$ cat config.mk
export PLATFORM = sky130hd
export DESIGN_NAME = spi_sclk_div
export DESIGN_NICKNAME = d
export VERILOG_FILES = /design/src/rtl/spi_sclk_div_pkg.sv /design/src/rtl/spi_sclk_div_cfg.sv /design/src/rtl/spi_sclk_div_cnt.sv /design/src/rtl/spi_sclk_div_edge.sv /design/src/rtl/spi_sclk_div.sv
export SDC_FILE = /design/constraint.sdc
export NUM_CORES = 1
export LEC_CHECK = 0
export BUFFER_PORTS_ARGS = -buffer_cell sky130_fd_sc_hd__buf_2
export CORE_AREA = 10 10 81 76
export DETAILED_ROUTE_END_ITERATION = 6
export DIE_AREA = 0 0 91 86
export GPL_TIMING_DRIVEN = 0
export PLACE_DENSITY = 0.88
export SLEW_MARGIN = 10
export SYNTH_ARGS = -nofsm -noshare
export SYNTH_HDL_FRONTEND = slang
export SYNTH_HIERARCHICAL = 1
export SYNTH_SLANG_ARGS = --single-unit
$ cat constraint.sdc
create_clock -name clk_i -period 2.8 [get_ports clk_i]
set_input_delay 0.84 -clock clk_i [delete_from_list [all_inputs] [get_ports clk_i]]
set_output_delay 0.84 -clock clk_i [all_outputs]
set_load 0.005 [all_outputs]
$ cat src/rtl/spi_sclk_div_pkg.sv
package spi_sclk_div_pkg;

  typedef enum logic {
    DIV_EXP = 1'b0,
    DIV_LIN = 1'b1
  } div_mode_e;

  // bits needed for a half period under either law
  function automatic int half_width(int lin_w, int exp_w);
    int lin_bits;
    int exp_bits;
    lin_bits = lin_w + 1;
    exp_bits = 1 << exp_w;
    return (lin_bits > exp_bits) ? lin_bits : exp_bits;
  endfunction

endpackage

$ cat src/rtl/spi_sclk_div_cfg.sv
module spi_sclk_div_cfg
  import spi_sclk_div_pkg::*;
#(
  parameter int LIN_W  = 8,
  parameter int EXP_W  = 4,
  parameter int HALF_W = 16,
  localparam int CTL_W = LIN_W + EXP_W + 1
) (
  input  logic              clk_i,
  input  logic              rst_ni,
  input  logic              load_i,
  input  logic [CTL_W-1:0]  ctl_i,
  output logic [HALF_W-1:0] half_o
);

  logic [LIN_W-1:0]  lin_div;
  logic [EXP_W-1:0]  exp_div;
  div_mode_e         mode;
  logic [HALF_W-1:0] half_d;
  logic [HALF_W-1:0] half_q;

  assign lin_div = ctl_i[LIN_W-1:0];
  assign exp_div = ctl_i[LIN_W+:EXP_W];
  assign mode    = div_mode_e'(ctl_i[LIN_W+EXP_W]);

  always_comb begin
    if (mode == DIV_LIN) half_d = {{(HALF_W-LIN_W){1'b0}}, lin_div} + HALF_W'(1);
    else                 half_d = HALF_W'(1) << exp_div;
  end

  // shadow: only loaded on the first cycle of an exchange
  always_ff @(posedge clk_i or negedge rst_ni) begin
    if (!rst_ni)     half_q <= HALF_W'(1);
    else if (load_i) half_q <= half_d;
  end

  assign half_o = half_q;

endmodule

$ cat src/rtl/spi_sclk_div_cnt.sv
module spi_sclk_div_cnt #(
  parameter int HALF_W = 16
) (
  input  logic              clk_i,
  input  logic              rst_ni,
  input  logic              run_i,
  input  logic              clr_i,
  input  logic [HALF_W-1:0] half_i,
  output logic              tick_o,
  output logic [HALF_W-1:0] cnt_o
);

  logic [HALF_W-1:0] cnt_q;

  assign tick_o = run_i && (cnt_q == half_i - HALF_W'(1));

  always_ff @(posedge clk_i or negedge rst_ni) begin
    if (!rst_ni)                    cnt_q <= '0;
    else if (!run_i || clr_i)       cnt_q <= '0;
    else if (tick_o)                cnt_q <= '0;
    else                            cnt_q <= cnt_q + HALF_W'(1);
  end

  assign cnt_o = cnt_q;

endmodule

$ cat src/rtl/spi_sclk_div_edge.sv
module spi_sclk_div_edge (
  input  logic clk_i,
  input  logic rst_ni,
  input  logic active_i,
  input  logic cpol_i,
  input  logic tick_i,
  output logic run_o,
  output logic start_o,
  output logic stop_o,
  output logic cpol_lat_o,
  output logic sclk_o,
  output logic lead_o,
  output logic trail_o
);

  logic run_q;
  logic cpol_q;
  logic sclk_q;
  logic lead_q;
  logic trail_q;
  logic at_idle;

  assign at_idle = (sclk_q == cpol_q);
  assign start_o = !run_q && active_i;
  // stop only from the idle level so no level is cut short
  assign stop_o  = run_q && !active_i && at_idle;

  always_ff @(posedge clk_i or negedge rst_ni) begin
    if (!rst_ni) begin
      run_q   <= 1'b0;
      cpol_q  <= 1'b0;
      sclk_q  <= 1'b0;
      lead_q  <= 1'b0;
      trail_q <= 1'b0;
    end else begin
      lead_q  <= 1'b0;
      trail_q <= 1'b0;
      if (!run_q) begin
        sclk_q <= cpol_i;
        if (active_i) begin
          run_q  <= 1'b1;
          cpol_q <= cpol_i;
        end
      end else if (stop_o) begin
        run_q <= 1'b0;
      end else if (tick_i) begin
        sclk_q  <= ~sclk_q;
        lead_q  <= at_idle;
        trail_q <= !at_idle;
      end
    end
  end

  assign run_o      = run_q;
  assign cpol_lat_o = cpol_q;
  assign sclk_o     = sclk_q;
  assign lead_o     = lead_q;
  assign trail_o    = trail_q;

endmodule

$ cat src/rtl/spi_sclk_div.sv
module spi_sclk_div
  import spi_sclk_div_pkg::*;
#(
  parameter int LIN_W = 8,
  parameter int EXP_W = 4,
  localparam int CTL_W  = LIN_W + EXP_W + 1,
  localparam int HALF_W = half_width(LIN_W, EXP_W)
) (
  input  logic             clk_i,
  input  logic             rst_ni,
  input  logic [CTL_W-1:0] ctl_i,
  input  logic             cpol_i,
  input  logic             active_i,
  output logic             sclk_o,
  output logic             lead_o,
  output logic             trail_o
);

  logic              run;
  logic              start;
  logic              stop;
  logic              tick;
  logic              cpol_lat;
  logic [HALF_W-1:0] half;
  logic [HALF_W-1:0] cnt;

  spi_sclk_div_cfg #(
    .LIN_W (LIN_W),
    .EXP_W (EXP_W),
    .HALF_W(HALF_W)
  ) u_cfg (
    .clk_i (clk_i),
    .rst_ni(rst_ni),
    .load_i(start),
    .ctl_i (ctl_i),
    .half_o(half)
  );

  spi_sclk_div_cnt #(
    .HALF_W(HALF_W)
  ) u_cnt (
    .clk_i (clk_i),
    .rst_ni(rst_ni),
    .run_i (run),
    .clr_i (stop),
    .half_i(half),
    .tick_o(tick),
    .cnt_o (cnt)
  );

  spi_sclk_div_edge u_edge (
    .clk_i     (clk_i),
    .rst_ni    (rst_ni),
    .active_i  (active_i),
    .cpol_i    (cpol_i),
    .tick_i    (tick),
    .run_o     (run),
    .start_o   (start),
    .stop_o    (stop),
    .cpol_lat_o(cpol_lat),
    .sclk_o    (sclk_o),
    .lead_o    (lead_o),
    .trail_o   (trail_o)
  );

endmodule

==> flow_summary.html <==
<table>
<tr><th>Metric</th><th>Value</th></tr>
<tr><th colspan="2">Logic synthesis</th></tr>
<tr><td>Post-Synth Simple-Gate Area</td><td>0.315</td></tr>
<tr><td>Combined area of all synthesized cells</td><td>2620 um^2</td></tr>
<tr><td>Main combinational cell family by area after synthesis</td><td>simple AND/OR/NAND/NOR gates</td></tr>
<tr><td>Multiplexer fraction of the synthesized cell area</td><td>0.0139</td></tr>
<tr><td>XOR/XNOR share of the synthesized area</td><td>0.126</td></tr>
<tr><td>Main area contributors after synthesis</td><td>sky130_fd_sc_hd__dfrtp_1 (34%), sky130_fd_sc_hd__xor2_1 (6.0%), sky130_fd_sc_hd__xnor2_1 (5.7%)</td></tr>
<tr><td>Share of Yosys cell area claimed by the top area cell type</td><td>0.344</td></tr>
<tr><td>Number of synthesized flops with an enable pin</td><td>0</td></tr>
<tr><td>Syn Area/Cell</td><td>around 8.9 um^2</td></tr>
<tr><td>Adder-Cell Fraction of Synth Area</td><td>0.0144</td></tr>
<tr><td>Net Count, Synth</td><td>roughly 310</td></tr>
<tr><td>Register area share after synthesis</td><td>0.355</td></tr>
<tr><td>Compound-Gate Fraction of Synth Area</td><td>0.136</td></tr>
<tr><td>Share of synthesized registers carrying an async set or reset</td><td>1.00</td></tr>
<tr><td>Dominant cell type by area after synthesis</td><td>sky130_fd_sc_hd__dfrtp_1</td></tr>
<tr><td>Most frequently used flop master after synthesis</td><td>sky130_fd_sc_hd__dfrtp_1</td></tr>
<tr><td>Yosys cell types</td><td>between 60 and 70</td></tr>
<tr><td>Warnings, synthesis</td><td>6</td></tr>
<tr><td>Post-Syn Instances</td><td>294</td></tr>
<tr><td>Number of synthesized register bits</td><td>37</td></tr>
<tr><th colspan="2">Min path</th></tr>
<tr><td>Type of the worst min-delay path</td><td>reg -&gt; reg</td></tr>
<tr><td>Count of cells along the worst hold path</td><td>1</td></tr>
<tr><th colspan="2">Layout</th></tr>
<tr><td>Post-layout instance area</td><td>2870 um^2</td></tr>
<tr><td>Net count reported at finish</td><td>approximately 340</td></tr>
<tr><td>P&amp;R area growth vs syn</td><td>9.86%</td></tr>
<tr><td>Antenna Diode Count</td><td>0</td></tr>
<tr><td>Layout filler cell count</td><td>396</td></tr>
<tr><td>Layout cells sized above 1</td><td>0.148</td></tr>
<tr><th colspan="2">Status</th></tr>
<tr><td>Status</td><td>completed</td></tr>
<tr><th colspan="2">Placement</th></tr>
<tr><td>Total of buffers placed on input and output ports</td><td>16</td></tr>
<tr><td>Sum of net half-perimeters after detailed placement</td><td>4.59 mm</td></tr>
<tr><td>Final estimated routing congestion in global placement</td><td>0.959</td></tr>
<tr><td>Cell area reported after detailed placement</td><td>between 2000 and 3000 um^2</td></tr>
<tr><th colspan="2">STA</th></tr>
<tr><td>Final critical-path share of the clock period</td><td>0.932</td></tr>
<tr><td>Period minus WS final</td><td>2610 ps</td></tr>
<tr><td>Final-layout setup total negative slack</td><td>0 ps</td></tr>
<tr><td>Number of max-slew violations in the final report</td><td>0</td></tr>
<tr><td># setup viols final</td><td>0</td></tr>
<tr><td>Maximum frequency from static timing analysis</td><td>between 300 and 400 MHz</td></tr>
<tr><td>Headroom to the max-slew limit</td><td>0.446</td></tr>
<tr><td>Unrepaired setup endpoints after global routing</td><td>no</td></tr>
<tr><td>Final hold violations</td><td>0</td></tr>
<tr><td>Worst slew pin tran</td><td>831 ps</td></tr>
<tr><td>Worst clock skew</td><td>between 2 and 2.5 ps</td></tr>
<tr><th colspan="2">Floorplan</th></tr>
<tr><td>Die height</td><td>86 um</td></tr>
<tr><td>CORE AREA</td><td>around 4400 um^2</td></tr>
<tr><td>Core Rows</td><td>23</td></tr>
<tr><td>Area of the die</td><td>7830 um^2</td></tr>
<tr><td>Count of pins on the block boundary</td><td>20</td></tr>
<tr><td>Overall die width</td><td>roughly 91 um</td></tr>
<tr><td>Initial Utilization</td><td>0.590</td></tr>
<tr><th colspan="2">Detailed routing</th></tr>
<tr><td>DRC violations left</td><td>0</td></tr>
<tr><td>Via density</td><td>6.11</td></tr>
<tr><td>Post-route antenna net violation count</td><td>0</td></tr>
<tr><td>Count of routing violations after the opening detailed-route iteration</td><td>280</td></tr>
<tr><td>Router iterations before antenna repair</td><td>5</td></tr>
<tr><td>Post-detailed-routing wire length</td><td>approximately 6.2 mm</td></tr>
<tr><td>Total vias in the final route</td><td>2320</td></tr>
<tr><td>Post-detailed-route wirelength per cell</td><td>16.3 um</td></tr>
<tr><th colspan="2">Global routing</th></tr>
<tr><td>First-pass GRT wire length</td><td>10.5 mm</td></tr>
<tr><td>Gr usage total</td><td>0.160</td></tr>
<tr><td>Initial antenna violation count</td><td>0</td></tr>
<tr><td>Vias in the first global route</td><td>~2300</td></tr>
<tr><td>Largest net degree at the start of global routing</td><td>38</td></tr>
<tr><td>GR Overflow Total</td><td>0</td></tr>
<tr><th colspan="2">Critical path</th></tr>
<tr><td>Arr. time, crit path</td><td>2830 ps</td></tr>
<tr><td>Worst R2R Path Depth</td><td>10</td></tr>
<tr><td>Cell occurring most often along the worst timing path</td><td>sky130_fd_sc_hd__o211ai_1</td></tr>
<tr><td>Standard cell with the maximum stage delay on the critical path</td><td>sky130_fd_sc_hd__dfrtp_1</td></tr>
<tr><td>Delay of the slowest cell on the worst path</td><td>430 ps</td></tr>
<tr><td>CP Launch Type</td><td>register</td></tr>
<tr><td>Highest fanout seen on the critical path</td><td>7</td></tr>
<tr><td>Required arrival time at the worst endpoint</td><td>3020 ps</td></tr>
<tr><td>Type of the worst setup path</td><td>reg -&gt; reg</td></tr>
<tr><td>Cell chain of the critical path</td><td>inv_1 -&gt; ha_4 -&gt; or3b_4 -&gt; nor4b_1 -&gt; xnor2_1 -&gt; nor3_1 -&gt; o211ai_1 -&gt; nor3_2 -&gt; o211ai_1 -&gt; a31oi_1</td></tr>
<tr><td>Kind of end point of the critical path</td><td>register</td></tr>
<tr><th colspan="2">Clocking</th></tr>
<tr><td>Clock latency at the later pin of the worst-skew pair</td><td>around 300 ps</td></tr>
<tr><td>CTS clk-pin slew, worst paths</td><td>approximately 70 ps</td></tr>
<tr><td>H-Tree Level Count</td><td>2</td></tr>
<tr><td>CTS tree</td><td>yes</td></tr>
<tr><td>Maximum root-to-sink buffer count</td><td>2</td></tr>
<tr><td>Post-CTS Hold Fix Bufs</td><td>0</td></tr>
<tr><td>Sink count of the clock tree</td><td>37</td></tr>
<tr><td>Root cell of the clock tree</td><td>sky130_fd_sc_hd__clkbuf_8</td></tr>
<tr><td>CTS Buf Count</td><td>5</td></tr>
<tr><th colspan="2">Power</th></tr>
<tr><td>LEAKAGE</td><td>roughly 1.2 nW</td></tr>
<tr><td>Maximum ir drop on the vdd rail</td><td>0.314 mV</td></tr>
<tr><td>Areal power density over the cells</td><td>734 nW/um^2</td></tr>
<tr><th colspan="2">Run</th></tr>
<tr><td>MaxCap Viol Count</td><td>0</td></tr>
</table>
-- sequential cells by signal, summed over array words and instances, names as in the netlist --
signal	count
u_edge/trail_o	1
u_edge/lead_o	1
u_edge/cpol_lat_o	1
u_edge/sclk_o	1
u_edge/run_o	1
u_cfg/half_o	16
u_cnt/cnt_o	16
-- routing by layer --
| metal | global-route usage | wire [um] |
|---|---|---|
| met5 | 0 | 0 |
| met1 | 0.202 | 2850 |
| met3 | 0.0287 | 377 |
| met2 | 0.261 | 2850 |
| met4 | 0.0725 | 119 |
-- final timing paths --
path / startpoint / end / slack [ps]
max: u_cfg/half_o[1]$_DFFE_PN0P_ / u_edge/sclk_o$_DFFE_PN0P_ / 190
min: u_cfg/half_o[15]$_DFFE_PN0P_ / u_cfg/half_o[15]$_DFFE_PN0P_ / 520
max reg2reg: u_cfg/half_o[1]$_DFFE_PN0P_ / u_edge/sclk_o$_DFFE_PN0P_ / 190
min reg2reg: u_cfg/half_o[15]$_DFFE_PN0P_ / u_cfg/half_o[15]$_DFFE_PN0P_ / 520
max in group asynchronous: rst_ni / u_cfg/half_o[9]$_DFFE_PN0P_ / 1640
min in group asynchronous: rst_ni / u_cnt/cnt_o[1]$_DFF_PN0_ / 640
-- cells in the mapped netlist (all sizes together) (2+ instances only) --
cell	count
o2111a	2
o211ai	3
nand3	12
xnor2	17
or3	3
nand2	29
nor2	36
or3b	4
o2bb2ai	6
a211oi	2
xor2	18
a21oi	2
nor3	15
inv	7
and2	2
o221ai	2
nand4	11
a211o	2
and3	3
a32oi	2
clkbuf	7
mux2	2
a31oi	5
nor4	6
nand3b	2
nor3b	3
dfrtp	36
nand2b	3
buf	7
ha	3
a221oi	2
o2111ai	3
nor2b	6
or4	3
nor4b	2
o21ai	4
and4	3
or2b	3
-- area by class of cell --
class                   instances  area [um^2]  share of cell area
plain buffers                  14         80.1              0.0279
clock buffers                   8         80.1              0.0279
inverters                       7         26.3             0.00915
multi-input cells             236         1600               0.557
flip-flops and latches         37          927               0.323
well taps                      62         77.6              0.0270
repair buffers                 16         80.1              0.0279
-- report_power, final --
part | switching (mW) | internal (mW)
Clock | 0.183 | 0.177
Sequential | 0.179 | 0.652
Combinational | 0.514 | 0.406
-- what timing repair did --
action | in CTS | in global routing
setup buffers | 0 | 0
pin swaps | 0 | 2
gates resized for setup | 1 | 3
endpoints found under the setup margin | 3 | 14
-- worst max-delay path: cells and delay by family (launching register included) --
family	cells	cell delay, ps
AO/OA/AOI/OAI	3	460
XOR/XNOR	1	160
adder cells (fa/ha/maj)	1	180
buffers and inverters	1	130
flip-flops	1	430
AND/OR/NAND/NOR	4	1170
-- cell families after synthesis --
family,count (synthesis)
AOI/OAI and AO/OA,44
xor gates and xnor gates,36
adders and majority gates,3
buffers and inverters,21
DFF,37
muxes,3
and+or+nand+nor,150
-- cell usage in the layout (no fill, tap or decap), drive strengths merged, types with 3 or more instances in the layout --
cell,n
o21ai,4
or2b,3
buf,23
o2111ai,3
o211ai,3
nor4,6
and4,3
or3,3
nand2,29
xor2,18
nand4,11
nor3b,3
dfrtp,36
a31oi,5
nand2b,3
nor2,36
nor2b,6
or3b,4
xnor2,17
ha,3
or4,3
and3,3
nor3,15
o2bb2ai,6
clkbuf,15
nand3,12
inv,7
-- per-stage QoR --
step	power, mW	hold slack (ps)	cells	utilization	setup slack, ps
floorplan	1.48	474	294	-	358
global placement	1.67	498	372	0.626	-24.9
detailed placement	1.71	514	372	0.626	-117
CTS	2.08	530	380	0.645	4.17
global route	2.27	533	380	0.648	25.4
finish	2.11	522	380	0.648	192
Power figures use the tool's default switching activity.
